$ cat src/rtl/pcpwm_pkg.sv
package pcpwm_pkg;
    localparam int DIV_W = 10;

    function automatic logic [DIV_W-1:0] div_limit(input logic [2:0] sel);
        logic [DIV_W-1:0] lim;
        case (sel)
            3'd0:    lim = 10'd0;
            3'd1:    lim = 10'd7;
            3'd2:    lim = 10'd31;
            3'd3:    lim = 10'd63;
            3'd4:    lim = 10'd127;
            3'd5:    lim = 10'd255;
            default: lim = 10'd1023;
        endcase
        return lim;
    endfunction
endpackage

$ cat src/rtl/pcpwm_divider.sv
module pcpwm_divider
    import pcpwm_pkg::*;
(
    input  logic       clk,
    input  logic       rst_n,
    input  logic       run_en,
    input  logic [2:0] div_sel,
    output logic       tick
);
    typedef struct packed {
        logic [DIV_W-1:0] pre;
    } div_s;

    div_s st_d, st_q;
    logic [DIV_W-1:0] lim;

    always_comb begin
        lim  = div_limit(div_sel);
        tick = run_en && (st_q.pre >= lim);
        st_d = st_q;
        if (!run_en || tick) st_d.pre = '0;
        else                 st_d.pre = st_q.pre + 1'b1;
    end

    always_ff @(posedge clk or negedge rst_n) begin
        if (!rst_n) st_q <= '0;
        else        st_q <= st_d;
    end
endmodule

$ cat src/rtl/pcpwm_counter.sv
module pcpwm_counter #(
    parameter int W = 8
) (
    input  logic         clk,
    input  logic         rst_n,
    input  logic         tick,
    output logic [W-1:0] cnt,
    output logic [W-1:0] cnt_nxt,
    output logic         step_up
);
    localparam logic [W-1:0] TOP = {W{1'b1}};

    typedef struct packed {
        logic [W-1:0] cnt;
        logic         up;
    } cnt_s;

    cnt_s st_d, st_q;

    always_comb begin
        st_d    = st_q;
        cnt_nxt = st_q.up ? st_q.cnt + 1'b1 : st_q.cnt - 1'b1;
        if (tick) begin
            st_d.cnt = cnt_nxt;
            st_d.up  = st_q.up ? (cnt_nxt != TOP) : (cnt_nxt == '0);
        end
    end

    always_ff @(posedge clk or negedge rst_n) begin
        if (!rst_n) begin
            st_q.cnt <= '0;
            st_q.up  <= 1'b1;
        end else begin
            st_q <= st_d;
        end
    end

    assign cnt     = st_q.cnt;
    assign step_up = st_q.up;

    AST_HOLD_NO_TICK: assert property (@(posedge clk) disable iff (!rst_n)
        !tick |=> $stable(st_q.cnt));
    AST_UP_STEP: assert property (@(posedge clk) disable iff (!rst_n)
        tick && st_q.up |=> st_q.cnt == W'($past(st_q.cnt) + 1'b1));
    AST_DOWN_STEP: assert property (@(posedge clk) disable iff (!rst_n)
        tick && !st_q.up |=> st_q.cnt == W'($past(st_q.cnt) - 1'b1));
endmodule

$ cat src/rtl/pcpwm_compare.sv
module pcpwm_compare #(
    parameter int W = 8
) (
    input  logic         clk,
    input  logic         rst_n,
    input  logic         tick,
    input  logic [W-1:0] cnt_nxt,
    input  logic         step_up,
    input  logic         duty_we,
    input  logic [W-1:0] duty_val,
    output logic         wave
);
    localparam logic [W-1:0] TOP = {W{1'b1}};

    typedef struct packed {
        logic [W-1:0] hold;
        logic [W-1:0] act;
        logic         lvl;
    } cmp_s;

    cmp_s st_d, st_q;
    logic         load;
    logic [W-1:0] eff;

    always_comb begin
        st_d = st_q;
        load = tick && (cnt_nxt == TOP);
        eff  = load ? st_q.hold : st_q.act;
        if (duty_we) st_d.hold = duty_val;
        if (load)    st_d.act  = st_q.hold;
        if (tick) begin
            if (eff == '0)             st_d.lvl = 1'b0;
            else if (eff == TOP)       st_d.lvl = 1'b1;
            else if (cnt_nxt == TOP)   st_d.lvl = 1'b0;
            else if (cnt_nxt == eff)   st_d.lvl = !step_up;
        end
    end

    always_ff @(posedge clk or negedge rst_n) begin
        if (!rst_n) st_q <= '0;
        else        st_q <= st_d;
    end

    assign wave = st_q.lvl;

    AST_ACT_ONLY_AT_TOP: assert property (@(posedge clk) disable iff (!rst_n)
        !load |=> $stable(st_q.act));
    AST_FULL_HIGH: assert property (@(posedge clk) disable iff (!rst_n)
        tick && !load && st_q.act == TOP |=> st_q.lvl);
    AST_FULL_LOW: assert property (@(posedge clk) disable iff (!rst_n)
        tick && !load && st_q.act == '0 |=> !st_q.lvl);
    AST_TOP_FORCE: assert property (@(posedge clk) disable iff (!rst_n)
        load && st_q.hold != TOP |=> !st_q.lvl);
endmodule

$ cat src/rtl/pcpwm_timer.sv
module pcpwm_timer #(
    parameter int W = 8
) (
    input  logic         clk,
    input  logic         rst_n,
    input  logic         run_en,
    input  logic [2:0]   div_sel,
    input  logic         duty_we,
    input  logic [W-1:0] duty_val,
    input  logic         pwm_inv,
    input  logic         wrap_clr,
    output logic         pwm_out,
    output logic [W-1:0] count,
    output logic         wrap_flag
);
    typedef struct packed {
        logic flag;
    } top_s;

    top_s st_d, st_q;
    logic         tick;
    logic [W-1:0] cnt_nxt;
    logic         step_up;
    logic         wave;

    pcpwm_divider u_div (
        .clk(clk), .rst_n(rst_n), .run_en(run_en), .div_sel(div_sel), .tick(tick)
    );

    pcpwm_counter #(.W(W)) u_cnt (
        .clk(clk), .rst_n(rst_n), .tick(tick),
        .cnt(count), .cnt_nxt(cnt_nxt), .step_up(step_up)
    );

    pcpwm_compare #(.W(W)) u_cmp (
        .clk(clk), .rst_n(rst_n), .tick(tick), .cnt_nxt(cnt_nxt),
        .step_up(step_up), .duty_we(duty_we), .duty_val(duty_val), .wave(wave)
    );

    always_comb begin
        st_d = st_q;
        if (tick && cnt_nxt == '0) st_d.flag = 1'b1;
        else if (wrap_clr)         st_d.flag = 1'b0;
    end

    always_ff @(posedge clk or negedge rst_n) begin
        if (!rst_n) st_q <= '0;
        else        st_q <= st_d;
    end

    assign wrap_flag = st_q.flag;
    assign pwm_out   = wave ^ pwm_inv;

    AST_FLAG_STICKY: assert property (@(posedge clk) disable iff (!rst_n)
        wrap_flag && !wrap_clr |=> wrap_flag);
    AST_FLAG_AT_ZERO: assert property (@(posedge clk) disable iff (!rst_n)
        $rose(wrap_flag) |-> count == '0);
endmodule

$ cat config.mk
export PLATFORM = sky130hd
export DESIGN_NAME = pcpwm_timer
export DESIGN_NICKNAME = d
export VERILOG_FILES = /design/src/rtl/pcpwm_pkg.sv /design/src/rtl/pcpwm_divider.sv /design/src/rtl/pcpwm_counter.sv /design/src/rtl/pcpwm_compare.sv /design/src/rtl/pcpwm_timer.sv
export SDC_FILE = /design/constraint.sdc
export NUM_CORES = 1
export LEC_CHECK = 0
export BUFFER_PORTS_ARGS = -buffer_cell sky130_fd_sc_hd__buf_2
export CORE_MARGIN = 5
export CORE_UTILIZATION = 33
export CTS_BUF_LIST = sky130_fd_sc_hd__clkbuf_8
export CTS_CLUSTER_DIAMETER = 120
export DETAILED_ROUTE_END_ITERATION = 8
export PLACE_DENSITY = 0.61
export REMOVE_ABC_BUFFERS = 1
export SETUP_SLACK_MARGIN = 0.1
export SLEW_MARGIN = 20
export SYNTH_ARGS = -nofsm -noshare
export SYNTH_HDL_FRONTEND = slang
export SYNTH_HIERARCHICAL = 1
export SYNTH_SLANG_ARGS = --single-unit
$ cat constraint.sdc
create_clock -name clk -period 5 [get_ports clk]
set_clock_uncertainty 0.15 [all_clocks]
set_input_delay 0.75 -clock clk [delete_from_list [all_inputs] [get_ports clk]]
set_output_delay 0.75 -clock clk [all_outputs]
set_load 0.05 [all_outputs]
==> impl_metrics.ini, run 1 <==
[yosys]
ys.flop_type = dfrtp_1
synth.avg_cell_area_um2 = 10.3
seq_area_frac_synth = 0.363
syn_inst = 247
netlist_top_cells_count = dfrtp_1, inv_1, ha_1
synth-edff-count = 0
synth_area_um2 = 2550
yosys.area.top_type_share = 0.353
synth-seq-cells = 37
synth_most_common_cell = dfrtp_1
synth_area_leader_cell = dfrtp_1
synth_area_leaders = dfrtp_1, ha_1, mux2_2
synth_warnings = 6
postSynth.asyncResetShare = 1.00
synth.distinct_cells = 69

[critical_path]
crit_type = reg -> reg
crit_path_end_kind = flop
path_max_fanout = 12
required_ns = 5.07
arrival_ns = 4.22
start_kind = flop

[die]
fp.dieH_um = 98.0
core_um2 = 7650
dieArea_um2 = 9600
rows = 32
dieWidth_um = 98.0
initial_core_util = 0.334
io_pins = 27

[timing]
relSlewSlack = 0.452
rsz0062_at_grt = no
setup_ws_ns = 0.844
finalSetupViolations = 0
period_minus_slack_ns = 4.16
worstMarginPinSlew_ns = 0.822
finalSetupTns_ns = 0
final-hold-violation-count = 0
maxSlewViolCount = 0
timing.fmax_ghz = 0.241
finalCritPeriodShare = 0.831

[clocking]
cts_setup_buffers = 0
cts_resized = 0
cts_tree = built
clock_sinks = 37
clock-root-buffer = clkbuf_8
insertion_delay_ns = 0.29
clk_pin_slew_worst_paths_ns = 0.08
clock_path_buffers = 2
htreeDepth = 2
numCtsBuffers = 5
holdBufCountCts = 0

[final_layout]
drive_gt1_frac = 0.262
fin_util = 0.377
fin_nets = 315
diodes = 0
syn_to_final_growth_pct = 12.9

[drt]
vias = 1927
drt_iter0_drc = 77
drcViolationCount = 0
detail-route-antenna-nets = 0
wirelength_mm = 5.34
drt-vias-per-instance = 5.06
firstDrtPassIters = 4
wl_per_cell_um = 14.0

[power]
p_per_area_nw_per_um2 = 220
power.total_mw = 0.634
p_leak_nw = 1.41
ir_worst_vdd_mv = 0.0891

[placement]
portBuffers = 26
place_ws_ns = 0.887
hpwl_mm = 4.12
gp_congestion = 0.819

[worst_hold_path]
min_path_type = reg -> reg

[global_routing]
grt_use_total = 0.114
grt-busiest-layer = met2
use_met2 = 0.184
antenna_found_initial = 0
grt_use_met1 = 0.151
grt_max_degree = 38
first_global_vias = 1914
grt_pass1_wl_mm = 9.11
grt_overflow = 0
met3_usage = 0.0243

[status]
status = finished clean

[flow_run]
drv_cap = 0
## final cells by class
type / instances / area, um2
timing repair buffer: 28 / 145
tap: 102 / 128
multi-input combinational: 182 / 1510
clock inverter: 3 / 11.3
fill: 747 / 4760
inverter: 24 / 90.1
clock buffer: 5 / 68.8
sequential: 37 / 927
## flip-flops by register name, indices dropped and copies added, names as in the netlist, named ones only
signal	flops
u_cnt/cnt	8
u_div/st_q	10
u_cmp/st_q	15
u_cnt/step_up	1
wrap_flag	1
u_cmp/wave	1
## through the flow
step | hold slack (ns) | cells | area (um2)
floorplan | 0.304 | 243 | 2530
global placement | 0.323 | 373 | 2800
detailed placement | 0.342 | 373 | 2800
CTS | 0.359 | 381 | 2880
global route | 0.390 | 381 | 2880
finish | 0.352 | 381 | 2880
## kinds of logic (layout without fill, tap and decap cells)
| kind of cell | count (synthesis) | in the layout | synth area share |
|---|---|---|---|
| fa+ha+maj | 20 | 20 | 0.101 |
| flops | 37 | 37 | 0.363 |
| xor+xnor | 13 | 13 | 0.0446 |
| mux | 22 | 22 | 0.0975 |
| compound gates | 45 | 45 | 0.147 |
| buf+inv | 28 | 60 | 0.0446 |
| simple gates | 82 | 82 | 0.202 |
## path summary, 6_finish.rpt
| path | depth (start not counted) | from | endpoint | slack (ns) |
|---|---|---|---|---|
| min in group asynchronous | 1 | rst_n | u_cnt/cnt[4] | 0.40 |
| max in group asynchronous | 1 | rst_n | u_cmp/st_q[14] | 3.77 |
| hold / removal | 1 | wrap_flag | wrap_flag | 0.35 |
| hold reg to reg | 1 | wrap_flag | wrap_flag | 0.35 |
| setup / recovery | 13 | u_cnt/step_up | u_cmp/wave | 0.84 |
| setup reg to reg | 13 | u_cnt/step_up | u_cmp/wave | 0.84 |
## cell usage in the layout, fill, tap and decap left out, types with 2 or more instances in the layout
cell,instances
a21o_1,2
xnor2_1,7
a211o_1,2
nor4b_1,2
nor3_1,13
or2b_1,2
nor2_1,12
a211oi_1,2
o22ai_1,3
clkbuf_8,5
nor3b_1,3
nand3_1,6
or3b_2,2
mux2i_1,2
or3_1,2
buf_4,2
nand4_2,2
inv_1,26
nor4_1,2
dfrtp_1,36
nand2b_1,5
nand4_1,9
xor2_1,6
o21a_1,3
ha_1,19
nand3b_1,2
o21ai_0,4
mux2_2,18
nand2_1,6
buf_2,26
a21oi_1,9
nor2b_1,2
## layer usage
metal	routed length, um	vias up
met4	80	0
met5	0	-
met1	2570	909
met2	2470	42
met3	219	9
li1	-	967
## power by group
group	switching (mW)	internal, mW	leakage [nW]
combinational	0.0687	0.0407	0.882
clock	0.101	0.0929	0.0519
sequential	0.0185	0.312	0.479
## worst max-delay path, cell delays in order (launching register included)
cell	delay (ns)
dfstp_2	0.57
inv_1	0.18
ha_1	0.43
a211oi_4	0.30
o21bai_1	0.14
a2111oi_2	0.39
or3_1	0.20
and2_1	0.22
nand4_2	0.15
nor3_4	0.44
mux2_1	0.39
o221a_1	0.23
nand4_1	0.10
mux2i_1	0.18
No activity file was read; power rests on OpenSTA's default activity.
==> inputs of run 2 (changes only) <==
--- a/config.mk
+++ b/config.mk
@@ -5,6 +5,7 @@
 export SDC_FILE = /design/constraint.sdc
 export NUM_CORES = 1
 export LEC_CHECK = 0
+export ABC_AREA = 1
 export BUFFER_PORTS_ARGS = -buffer_cell sky130_fd_sc_hd__buf_2
 export CORE_MARGIN = 5
 export CORE_UTILIZATION = 33
==> constraint.sdc (replaced) <==
create_clock -name clk -period 4 [get_ports clk]
set_clock_uncertainty 0.15 [all_clocks]
set_input_delay 0.6 -clock clk [delete_from_list [all_inputs] [get_ports clk]]
set_output_delay 0.6 -clock clk [all_outputs]
set_load 0.05 [all_outputs]
==> run 2 against run 1 <==
Compared with the run above:
- count of clock-buffer cells in the layout up 1
- total power grew 110%
- synthesized area increased by 7.1%
- clock power grew 71%
- maximum frequency rose by 19%
- cell area grew 7.2%
- routed wire length increased by 1.8%
- flip-flop and latch count stayed put
- synthesized cell count grew 52%
- largest cell class unchanged
- sequential share of layout area fell by 2.1 points
- highest routed layer unchanged
- first-iteration DRC count is 26% lower
==> impl_metrics.ini, run 2 <==
[flow_run]
drv_cap = 0

[clocking]
numCtsBuffers = 5
cts_tree = built
cts_resized = 0
clk_pin_slew_worst_paths_ns = 0.07
clock-root-buffer = clkbuf_8
clock_path_buffers = 2
insertion_delay_ns = 0.29
holdBufCountCts = 0
cts_setup_buffers = 0
clock_sinks = 37
htreeDepth = 2

[yosys]
synth-edff-count = 0
synth.distinct_cells = 31
synth_area_leaders = dfrtp_1, nand2_1, ha_1
synth.area.mux_share = 0
synth_area_leader_cell = dfrtp_1
seq_area_frac_synth = 0.339
postSynth.asyncResetShare = 1.00
yosys.area.top_type_share = 0.329
synth-seq-cells = 37
syn_inst = 375
synth_top_family_by_area = simple AND/OR/NAND/NOR gates
ys.flop_type = dfrtp_1
synth.avg_cell_area_um2 = 7.30
synth_area_um2 = 2740
synthXorXnorAreaFrac = 0.0384
synth_fa_ha_area_frac = 0.0942
synth_most_common_cell = nand2_1
synthSimpleGateAreaFrac = 0.379
netlist_top_cells_count = nand2_1, inv_1, nor2_1
synth_warnings = 6
synth_compound_area_frac = 0.0412

[final_layout]
ff_latch_area_um2 = 927
fin_nets = 443
diodes = 0
multi_input_area_um2 = 1510
fillCellCount = 859
drive_gt1_frac = 0.179
final_cell_mix = nand2_1, inv_1, nor2_1
reg_top3 = u_cmp/st_q (15), u_div/st_q (10), u_cnt/cnt (8)
top_register = u_cmp/st_q
mostFrequentLayoutCell = nand2_1
final_cell_count_no_fill = 512
syn_to_final_growth_pct = 12.9
largest_reg_flops = 15

[die]
fp.dieH_um = 101
dieWidth_um = 101
dieArea_um2 = 10200
initial_core_util = 0.336
io_pins = 27
core_um2 = 8130
rows = 33

[critical_path]
timing.rr.start = u_cnt/step_up
required_ns = 4.03
start_kind = flop
arrival_ns = 3.52
rrSetupSlack_ns = 0.52
crit_type = reg -> reg
crit_path_end_kind = flop
r2r-end = u_cmp/wave
path_max_fanout = 11
reg2reg_depth = 22

[power]
ir_worst_vdd_mv = 0.230
p_leak_nw = 1.71
p_per_area_nw_per_um2 = 431

[placement]
place_ws_ns = 0.559
gp_congestion = 0.846
post-place-cells = 504
hpwl_mm = 4.30
portBuffers = 26

[timing]
finalSetupViolations = 0
rsz0062_at_grt = no
whs_ns = 0.247
final-hold-violation-count = 0
finalSetupTns_ns = 0
period_minus_slack_ns = 3.48
setup_ws_ns = 0.516
finalCritPeriodShare = 0.871
relSlewSlack = 0.458
worstMarginPinSlew_ns = 0.812
maxSlewViolCount = 0
timing.fmax_ghz = 0.287

[drt]
drt_iter0_drc = 57
detail-route-antenna-nets = 0
wl_per_cell_um = 10.6
wirelength_mm = 5.44
wirelength_met1_mm = 2.63
firstDrtPassIters = 4
drt-vias-per-instance = 4.44
route.met3.wl_um = 193
drcViolationCount = 0
vias = 2273
top_layer = met4
met2_length_mm = 2.56

[worst_hold_path]
min_path_type = in -> async

[global_routing]
antenna_found_initial = 0
first_global_vias = 2132
grt_use_total = 0.114
grt_max_degree = 38
grt_overflow = 0
grt_pass1_wl_mm = 9.40

[status]
status = finished clean
[run 2: cell families after synthesis]
group           count (synthesis)
buf+inv                        72
compound gates                 21
fa+ha+maj                      20
flops                          37
simple gates                  213
xor+xnor                       12
[run 2: report_power, final]
part / leakage [nW] / internal (mW) / total [mW] / switching [mW]
clock network: 0.0626 / 0.201 / 0.331 / 0.131
registers: 0.447 / 0.408 / 0.434 / 0.0267
logic: 1.20 / 0.180 / 0.568 / 0.387
total: 1.71 / 0.789 / 1.33 / 0.545
[run 2: layout make-up]
class                      count  share of cell area
sequential                    37               0.300
clock buffer                   6              0.0267
timing repair buffer          29              0.0494
multi-input combinational    266               0.489
clock inverter                 2              0.0109
tap                          105              0.0425
inverter                      67              0.0814
[run 2: through the flow]
stage / total power [mW] / instance area (um2) / utilization
6_report: 1.33 / 3090 / 0.380
5_1_grt: 1.44 / 3090 / 0.380
4_1_cts: 1.35 / 3090 / 0.380
3_5_place_dp: 1.01 / 2970 / 0.366
3_3_place_gp: 1.00 / 2970 / 0.366
2_1_floorplan: 0.879 / 2690 / -
[run 2: worst max-delay path: stages (launching register included)]
cell	delay [ns]
dfstp_2	0.56
inv_1	0.16
ha_1	0.40
nand2_1	0.09
inv_1	0.05
a21oi_1	0.22
nand2_1	0.08
nand2_1	0.06
nand2_1	0.09
inv_1	0.13
nand2_1	0.10
nor2_4	0.31
nand3_4	0.18
nand2_1	0.13
nand2_2	0.08
nor2_1	0.15
nand3_2	0.10
nor2_4	0.10
nor2_2	0.05
nand2_2	0.05
nand2_1	0.05
nand2_1	0.05
nand2_1	0.04
[run 2: routing by layer]
metal / global-route usage / up-vias
met5: 0 / -
met4: 0.0348 / 0
met3: 0.0263 / 5
met2: 0.192 / 31
met1: 0.145 / 1020
li1: - / 1217
[run 2: worst max path at each step]
stage	start	to	slack, ns	depth (start not counted)
2_1_floorplan	u_cnt/step_up	u_cmp/wave	0.92	22
3_3_place_gp	u_cnt/step_up	u_cmp/wave	0.66	20
3_5_place_dp	u_cnt/step_up	u_cmp/wave	0.56	20
4_1_cts	u_cnt/step_up	u_cmp/wave	0.53	22
5_1_grt	u_cnt/step_up	u_cmp/wave	0.18	20
6_report	u_cnt/step_up	u_cmp/wave	0.52	22
